## src/rtl/irq_ctrl_pkg.sv

```systemverilog
package irq_ctrl_pkg;
  parameter int unsigned CAUSE_W    = 32;
  parameter int unsigned CAUSE_CODE = 16;
endpackage

```

## src/rtl/irq_busy_flag.sv

```systemverilog
// Set/clear flag; set wins when both arrive together.
module irq_busy_flag (
  input  logic clk_i,
  input  logic rst_ni,
  input  logic set_i,
  input  logic clr_i,
  output logic busy_o
);
  always_ff @(posedge clk_i or negedge rst_ni) begin
    if (!rst_ni)    busy_o <= 1'b0;
    else if (set_i) busy_o <= 1'b1;
    else if (clr_i) busy_o <= 1'b0;
  end
endmodule

```

## src/rtl/irq_decide.sv

```systemverilog
module irq_decide (
  input  logic rst_ni,
  input  logic trap_i,
  input  logic req_i,
  input  logic mret_i,
  input  logic gie_i,
  input  logic exc_busy_i,
  input  logic irq_busy_i,
  output logic grant_o,
  output logic ret_o,
  output logic exc_clr_o
);
  logic idle;
  assign idle      = !exc_busy_i && !irq_busy_i;
  assign grant_o   = rst_ni && req_i && gie_i && !trap_i && idle;
  // innermost handler unwinds first
  assign ret_o     = rst_ni && mret_i && irq_busy_i && !exc_busy_i;
  assign exc_clr_o = mret_i && exc_busy_i;
endmodule

```

## src/rtl/irq_ctrl.sv

```systemverilog
module irq_ctrl
  import irq_ctrl_pkg::*;
#(
  parameter int unsigned CW   = CAUSE_W,
  parameter int unsigned CODE = CAUSE_CODE
) (
  input  logic          clk_i,
  input  logic          rst_ni,
  input  logic          trap_i,
  input  logic          req_i,
  input  logic          mret_i,
  input  logic          gie_i,
  output logic          grant_o,
  output logic          ret_o,
  output logic [CW-1:0] cause_o
);
  localparam logic [CW-1:0] CauseVal = {1'b1, (CW-1)'(CODE)};

  logic exc_busy, irq_busy, exc_clr;

  irq_decide u_decide (
    .rst_ni    (rst_ni),
    .trap_i    (trap_i),
    .req_i     (req_i),
    .mret_i    (mret_i),
    .gie_i     (gie_i),
    .exc_busy_i(exc_busy),
    .irq_busy_i(irq_busy),
    .grant_o   (grant_o),
    .ret_o     (ret_o),
    .exc_clr_o (exc_clr)
  );

  irq_busy_flag u_exc_flag (
    .clk_i (clk_i),
    .rst_ni(rst_ni),
    .set_i (trap_i),
    .clr_i (exc_clr),
    .busy_o(exc_busy)
  );

  irq_busy_flag u_irq_flag (
    .clk_i (clk_i),
    .rst_ni(rst_ni),
    .set_i (grant_o),
    .clr_i (ret_o),
    .busy_o(irq_busy)
  );

  assign cause_o = CauseVal;
endmodule

```

## config.mk

```make
export PLATFORM = sky130hd
export DESIGN_NAME = irq_ctrl
export DESIGN_NICKNAME = d
export VERILOG_FILES = /design/src/rtl/irq_ctrl_pkg.sv /design/src/rtl/irq_busy_flag.sv /design/src/rtl/irq_decide.sv /design/src/rtl/irq_ctrl.sv
export SDC_FILE = /design/constraint.sdc
export NUM_CORES = 1
export LEC_CHECK = 0
export ABC_AREA = 1
export BUFFER_PORTS_ARGS = -buffer_cell sky130_fd_sc_hd__buf_4
export CAP_MARGIN = 20
export CELL_PAD_IN_SITES_DETAIL_PLACEMENT = 1
export CELL_PAD_IN_SITES_GLOBAL_PLACEMENT = 2
export CORE_UTILIZATION = 14
export DETAILED_ROUTE_END_ITERATION = 8
export PLACE_DENSITY_LB_ADDON = 0.1
export SYNTH_ARGS = -nofsm -noshare
export SYNTH_HDL_FRONTEND = slang
export SYNTH_SLANG_ARGS = --single-unit
```

## constraint.sdc

```tcl
create_clock -name clk_i -period 0.95 [get_ports clk_i]
set_input_delay 0.095 -clock clk_i [delete_from_list [all_inputs] [get_ports clk_i]]
set_output_delay 0.095 -clock clk_i [all_outputs]
set_load 0.005 [all_outputs]
```

# ---- Word-level counts from Yosys, hierarchy flattened
# Cells that the tools add are included.
dict set report word_totals {
  ff_bits 2
  input_bits 6
  out_inout_bits 34
  wordCells 20
}
dict set report op_classes {
  muxes 4
  n_reduce_logical 14
}
# operator n
set ops {}
lappend ops {{$logic_and 1x1->1} 9}
lappend ops {{$mux 1} 4}
lappend ops {{$reduce_bool 2->1} 2}
lappend ops {{$logic_not 1->1} 3}

# ---- Logic depth before layout (Yosys ltp)
# Gate-level depths: netlist of run 1.
dict set report logic_depth {
  word_depth 5
  ltp_mapped 4
  ltp_nobuf 4
}

# ---- By module
# A second synthesis of run 1 with hierarchy kept.
dict set report unflattened {
  cells_unflattened 55
  hier_area_um2 371.6
}
# mod instances cells_each area_per_inst_um2 seq_area_each_um2
set modules_own_cells {}
lappend modules_own_cells {irq_ctrl 1 34 247.7 0.0}
lappend modules_own_cells {irq_busy_flag 2 5 40.0 25.0}
lappend modules_own_cells {irq_decide 1 11 43.8 0.0}

# ---- Least setup slack after synthesis of run 1
# OpenSTA, ideal clock, no wires.
dict set report synth_timing {
  path_type {flip-flop to output port}
  from {reg u_exc_flag.busy_o}
  to {out grant_o}
  arrival_time_ps 616
  required_ps 855
  slack_ps 239
  stages_incl_launch_ff 4
  path_buffers 0
  cell_sequence {dfrtp_1 nor2_1 nand3_1 inv_1}
}
dict set report synth_between {
  elab_chain_cells 3
}
# item line
set synth_rtl {}
lappend synth_rtl {{start: declaration} irq_busy_flag.sv:7} ;# output logic busy_o
lappend synth_rtl {{start signal: assignment} irq_busy_flag.sv:10} ;# if (!rst_ni) busy_o <= 1'b0;
lappend synth_rtl {{start signal: assignment} irq_busy_flag.sv:11} ;# else if (set_i) busy_o <= 1'b1;
lappend synth_rtl {{start signal: assignment} irq_busy_flag.sv:12} ;# else if (clr_i) busy_o <= 1'b0;
lappend synth_rtl {{$logic_not 1->1} irq_decide.sv:14} ;# assign idle = !exc_busy_i && !irq_busy_i;
lappend synth_rtl {{$logic_and 1x1->1} irq_decide.sv:14}
lappend synth_rtl {{$logic_and 1x1->1} irq_decide.sv:15} ;# assign grant_o = rst_ni && req_i && gie_i && !trap_i && idle;
lappend synth_rtl {{end: declaration} irq_ctrl.sv:13} ;# output logic grant_o,
# No other way between the ends.

# ---- Worst setup path after layout of run 1
# Same ends and word-level chain as after synthesis.

==> flow_summary.toml, run 1 <==
[routing]
drt_iter0_drc = 4
routed_via_density = 2.57
routed_wl_um = 487
dr.pass1.iters = 4
wl_per_cell_um = 5.41
postRouteAntennaNets = 0
drcViolationCount = 0
via_count = 231

[layout]
n_fill_cell = 308
antennaDiodeCount = 0
drive_gt1_share_pct = 25.8
final_common_cell = "conb_1"
mostFrequentLayoutCells = "32 x conb_1, 9 x buf_4, 4 x nand2_1"
finalNetCount = 70
finalNonFillerCells = 90
syn2layout_area_growth_pct = 7.37
fin_util_pct = 16.7

[global_routing]
grt_max_degree = 4
grt_pass1_vias = 157
grtUsageTotal_pct = 3.71
grt_pass1_wl_um = 621
antenna_found_initial = 0
overflow = 0

[timing]
max_freq_ghz = 0.929
hold_ws_ns = 0.0653
setup_tns_ns = -0.236
setup_viol_count_final = 3
period_share_pct = 113
rsz0062_at_grt = "yes"
slew_viol_final = 0
hold_viol_final = 0
timing.final.ws_setup_ns = -0.127
min_period_ns = 1.08
skew_ns = 0.000630

[floorplan]
dieArea_um2 = 2750
core_um2 = 2300
fp.dieW_um = 52.5
die_height_um = 52.5
fp-row-count = 17
initial_core_util_pct = 15.5
pin_count = 40

[place]
portBuffers = 7
place_congestion = 0.641
placed_cells = 83
dp_hpwl_um = 404

[setup_path]
cp-end-kind = "output pin"
crit_type = "reg2out"
worst-path-max-fanout = 3
rrSetupSlack_ns = -0.03
crit_arrival_ns = 0.98
critPathRequiredTime_ns = 0.85
crit_path_start_kind = "flop"

[synthesis]
synthMuxAreaShare_pct = 0
syn-cell-area_um2 = 357
synth_top_family_by_area = "buffers and inverters"
syn_inst = 50
synth_compound_area_share_pct = 3.51
yosys_warnings = 0
synthAdderAreaFrac_pct = 0
ys_ff_latch = 2
ys_seq_area_share_pct = 14.0
synth.avg_cell_area_um2 = 7.13
ys_types = 9
synthXorXnorAreaFrac_pct = 0
synth-simple-area-share_pct = 8.77

[cts]
clock-sinks = 2
cts_made_buffers = 3
cts.path.max_buffers = 2
root_buffer = "clkbuf_4"
clk_pin_slew_ns = 0.03
htreeDepth = 1
clock_latency_ns = 0.22
cts_tree = "built"

[outcome]
violations = "setup timing"
outcome = "finished with violations"

[job]
drv_cap = 0

[power_and_ir_drop]
vdd_ir_drop_max_mv = 0.316
power_density_nw_per_um2 = 979
power_leakage_nw = 0.243

[hold_path]
hold_class = "in2reg"
## per-layer routing
metal | GRT usage (%) | share of wire (%)
met2 | 3.80 | 42
met1 | 3.60 | 35
met4 | 3.95 | 0
met5 | 0 | 0
met3 | 4.06 | 23
## report_power, final
| part | switching (mW) | leakage (nW) | internal, mW |
|---|---|---|---|
| combinational | 0.0521 | 0.206 | 0.0321 |
| clock | 0.0476 | 0.0138 | 0.139 |
| sequential | 0.00838 | 0.0239 | 0.0953 |
| total | 0.108 | 0.243 | 0.267 |
## critical path: stages (launching register included)
cell and delay (ns):
dfrtp_1 0.39, nor2_2 0.13, nand3_2 0.10, inv_2 0.06, buf_6 0.08
## synthesized netlist by cell type
library cell / count / share of area, %
nand2_1: 4 / 4.2
buf_4: 32 / 67
nor2_1: 3 / 3.2
nand3_1: 1 / 1.4
o21bai_1: 1 / 2.1
inv_1: 4 / 4.2
dfrtp_1: 2 / 14
o21ai_1: 1 / 1.4
conb_1: 2 / 2.1
## state kept, by name, summed over array words and instances, names as in the netlist
| register | flops |
|---|---|
| u_irq_flag.busy_o | 1 |
| u_exc_flag.busy_o | 1 |
## cells by family (layout without fill, tap and decap cells)
| logic type | Yosys count | in the layout |
|---|---|---|
| flip-flops | 2 | 2 |
| AO/OA/AOI/OAI | 2 | 2 |
| other | 2 | 32 |
| buffers and inverters | 36 | 18 |
| AND/OR/NAND/NOR | 8 | 8 |
## cell type report
type                    instances  area (um2)  area share [%]
well taps                      28        35.0            9.15
clock buffers                   3        22.5            5.88
inverters                       4        15.0            3.92
multi-input cells              42         171            44.8
repair buffers                 11        88.8            23.2
flip-flops and latches          2        50.0            13.1
## through the flow
step                power (mW)  worst slack (ns)  instance area (um2)
CTS                      0.380            -0.170                  364
global route             0.413            -0.184                  383
finish                   0.375            -0.127                  383
detailed placement       0.173            0.0765                  317
floorplan                0.242             0.239                  469
global placement         0.174            0.0662                  317
## worst paths after layout
path,cells after the start,to,from
setup / recovery,4,grant_o,u_exc_flag.busy_o
hold / removal,2,u_exc_flag.busy_o,mret_i
setup reg to reg,5,u_irq_flag.busy_o,u_exc_flag.busy_o
hold reg to reg,2,u_irq_flag.busy_o,u_irq_flag.busy_o
max in group asynchronous,2,u_irq_flag.busy_o,rst_ni
min in group asynchronous,2,u_exc_flag.busy_o,rst_ni
## what timing repair did
| action | CTS | global route |
|---|---|---|
| setup buffers | 2 | 1 |
| pin swaps | 2 | 2 |
| hold buffers | 1 | 0 |
| hold endpoints to repair | 2 | 0 |
| resized for setup | 0 | 4 |
| setup endpoints to repair | 2 | 2 |
Note: power is estimated with default switching activity, not from simulation.
==> inputs of run 2 (changes only) <==
Settings changed: CELL_PAD_IN_SITES_GLOBAL_PLACEMENT 2 to 1, CORE_UTILIZATION 14 to 19.
==> run 2 against run 1 <==
The flow still finishes with violations (setup timing). Register-to-register slack better by 0.12 ns. Die area is 25% lower. Setup slack worse by 0.0043 ns. Clock skew is 0.0055 ns higher. First-iteration DRC count is 50% lower. Sequential power hardly changed. Total power is 3.7% higher. Clock power is 5% higher. Flip-flop and latch count stayed put. Sequential share of layout area is 0.40 points higher.
==> flow_summary.toml, run 2 (synthesized netlist as in run 1, its figures left out) <==
[layout]
syn2layout_area_growth_pct = 4.21
final_common_cell = "conb_1"
finalNonFillerCells = 86
finalNetCount = 69
top_regs = "u_exc_flag.busy_o: 1 flops, u_irq_flag.busy_o: 1 flops"
antennaDiodeCount = 0
mostFrequentLayoutCells = "32 x conb_1, 8 x buf_4, 4 x nand2_1"
final_area_um2 = 372
drive_gt1_share_pct = 24.6
fin_util_pct = 21.3

[power_and_ir_drop]
power_density_nw_per_um2 = 1050
power_leakage_nw = 0.239
power_mw = 0.389
vdd_ir_drop_max_mv = 0.390

[routing]
routed_via_density = 2.62
postRouteAntennaNets = 0
wl_per_cell_um = 5.74
drcViolationCount = 0
via_count = 225
routed_wl_um = 494
drt_iter0_drc = 2
dr.pass1.iters = 2

[floorplan]
fp.dieW_um = 45.3
die_height_um = 45.3
pin_count = 40
core_um2 = 1750
initial_core_util_pct = 20.4
fp-row-count = 15
dieArea_um2 = 2050

[place]
portBuffers = 7
placed_cells = 80
place_area_um2 = 313
dp_hpwl_um = 401
place_congestion = 0.611

[timing]
rsz0062_at_grt = "yes"
slew_viol_final = 0
hold_ws_ns = 0.0593
skew_ns = 0.00617
period_share_pct = 114
hold_viol_final = 0
max_freq_ghz = 0.925
timing.final.ws_setup_ns = -0.131
setup_viol_count_final = 2
min_period_ns = 1.08

[cts]
clock_latency_ns = 0.23
cts_made_buffers = 3
clk_pin_slew_ns = 0.03
cts_tree = "built"
root_buffer = "clkbuf_4"
cts.path.max_buffers = 2
htreeDepth = 1
clock-sinks = 2

[global_routing]
grtUsageTotal_pct = 5.86
grt_pass1_vias = 206
grt_pass1_wl_um = 779
grt_max_degree = 4
overflow = 0
antenna_found_initial = 0

[setup_path]
crit_type = "reg2out"
critPathRequiredTime_ns = 0.85
crit_arrival_ns = 0.99
cp-end-kind = "output pin"
crit_path_start_kind = "flop"
worst-path-max-fanout = 3

[hold_path]
hold_class = "in2reg"

[job]
drv_cap = 0

[outcome]
violations = "setup timing"
outcome = "finished with violations"
==> run 2: layer usage <==
metal  wire length (um)  vias up  GRT usage [%]
li1                   -      107              -
met1                172       89           5.53
met2                201       24           7.54
met3                 99        5           5.20
met4                 20        0           5.45
met5                  0        -              0
==> run 2: final timing paths <==
| kind | start | endpoint | slack, ns | cells past startpoint |
|---|---|---|---|---|
| worst max register to register | u_exc_flag.busy_o | u_irq_flag.busy_o | 0.09 | 4 |
| min in group asynchronous | rst_ni | u_exc_flag.busy_o | 0.20 | 2 |
| max in group asynchronous | rst_ni | u_irq_flag.busy_o | 0.62 | 2 |
| worst min register to register | u_exc_flag.busy_o | u_irq_flag.busy_o | 0.56 | 2 |
| worst min-delay path | mret_i | u_exc_flag.busy_o | 0.06 | 2 |
| worst max-delay path | u_exc_flag.busy_o | grant_o | -0.13 | 4 |
==> run 2: where the power goes <==
part / switching [mW] / internal (mW) / total (mW)
Combinational: 0.0540 / 0.0357 / 0.0897
Sequential: 0.00719 / 0.0952 / 0.102
Clock: 0.0565 / 0.140 / 0.196
==> run 2: layout make-up <==
type	instances	area (um2)
Multi-Input combinational cell	42	171
Inverter	4	15.0
Timing Repair Buffer	10	81.3
Tap cell	25	31.3
Clock buffer	3	22.5
Sequential cell	2	50.0
Fill cell	234	1370
==> run 2: repair_timing <==
action,4_1_cts,5_1_grt
hold endpoints to repair,2,0
hold buffers,1,0
buffers inserted,2,0
endpoints found under the setup margin,2,2
gates resized for setup,0,4
pin swaps,2,2
==> run 2: worst max-delay path: stages (launching register included) <==
cell and delay [ns]:
dfrtp_1 0.39, nor2_2 0.13, nand3_2 0.09, inv_2 0.06
buf_6 0.08
==> run 2: metrics by stage <==
stage | setup TNS (ns) | setup WS (ns)
after floorplan | 0 | 0.239
after global placement | 0 | 0.0773
after detailed placement | 0 | 0.0944
after CTS | -0.251 | -0.139
after global routing | -0.381 | -0.203
final | -0.240 | -0.131
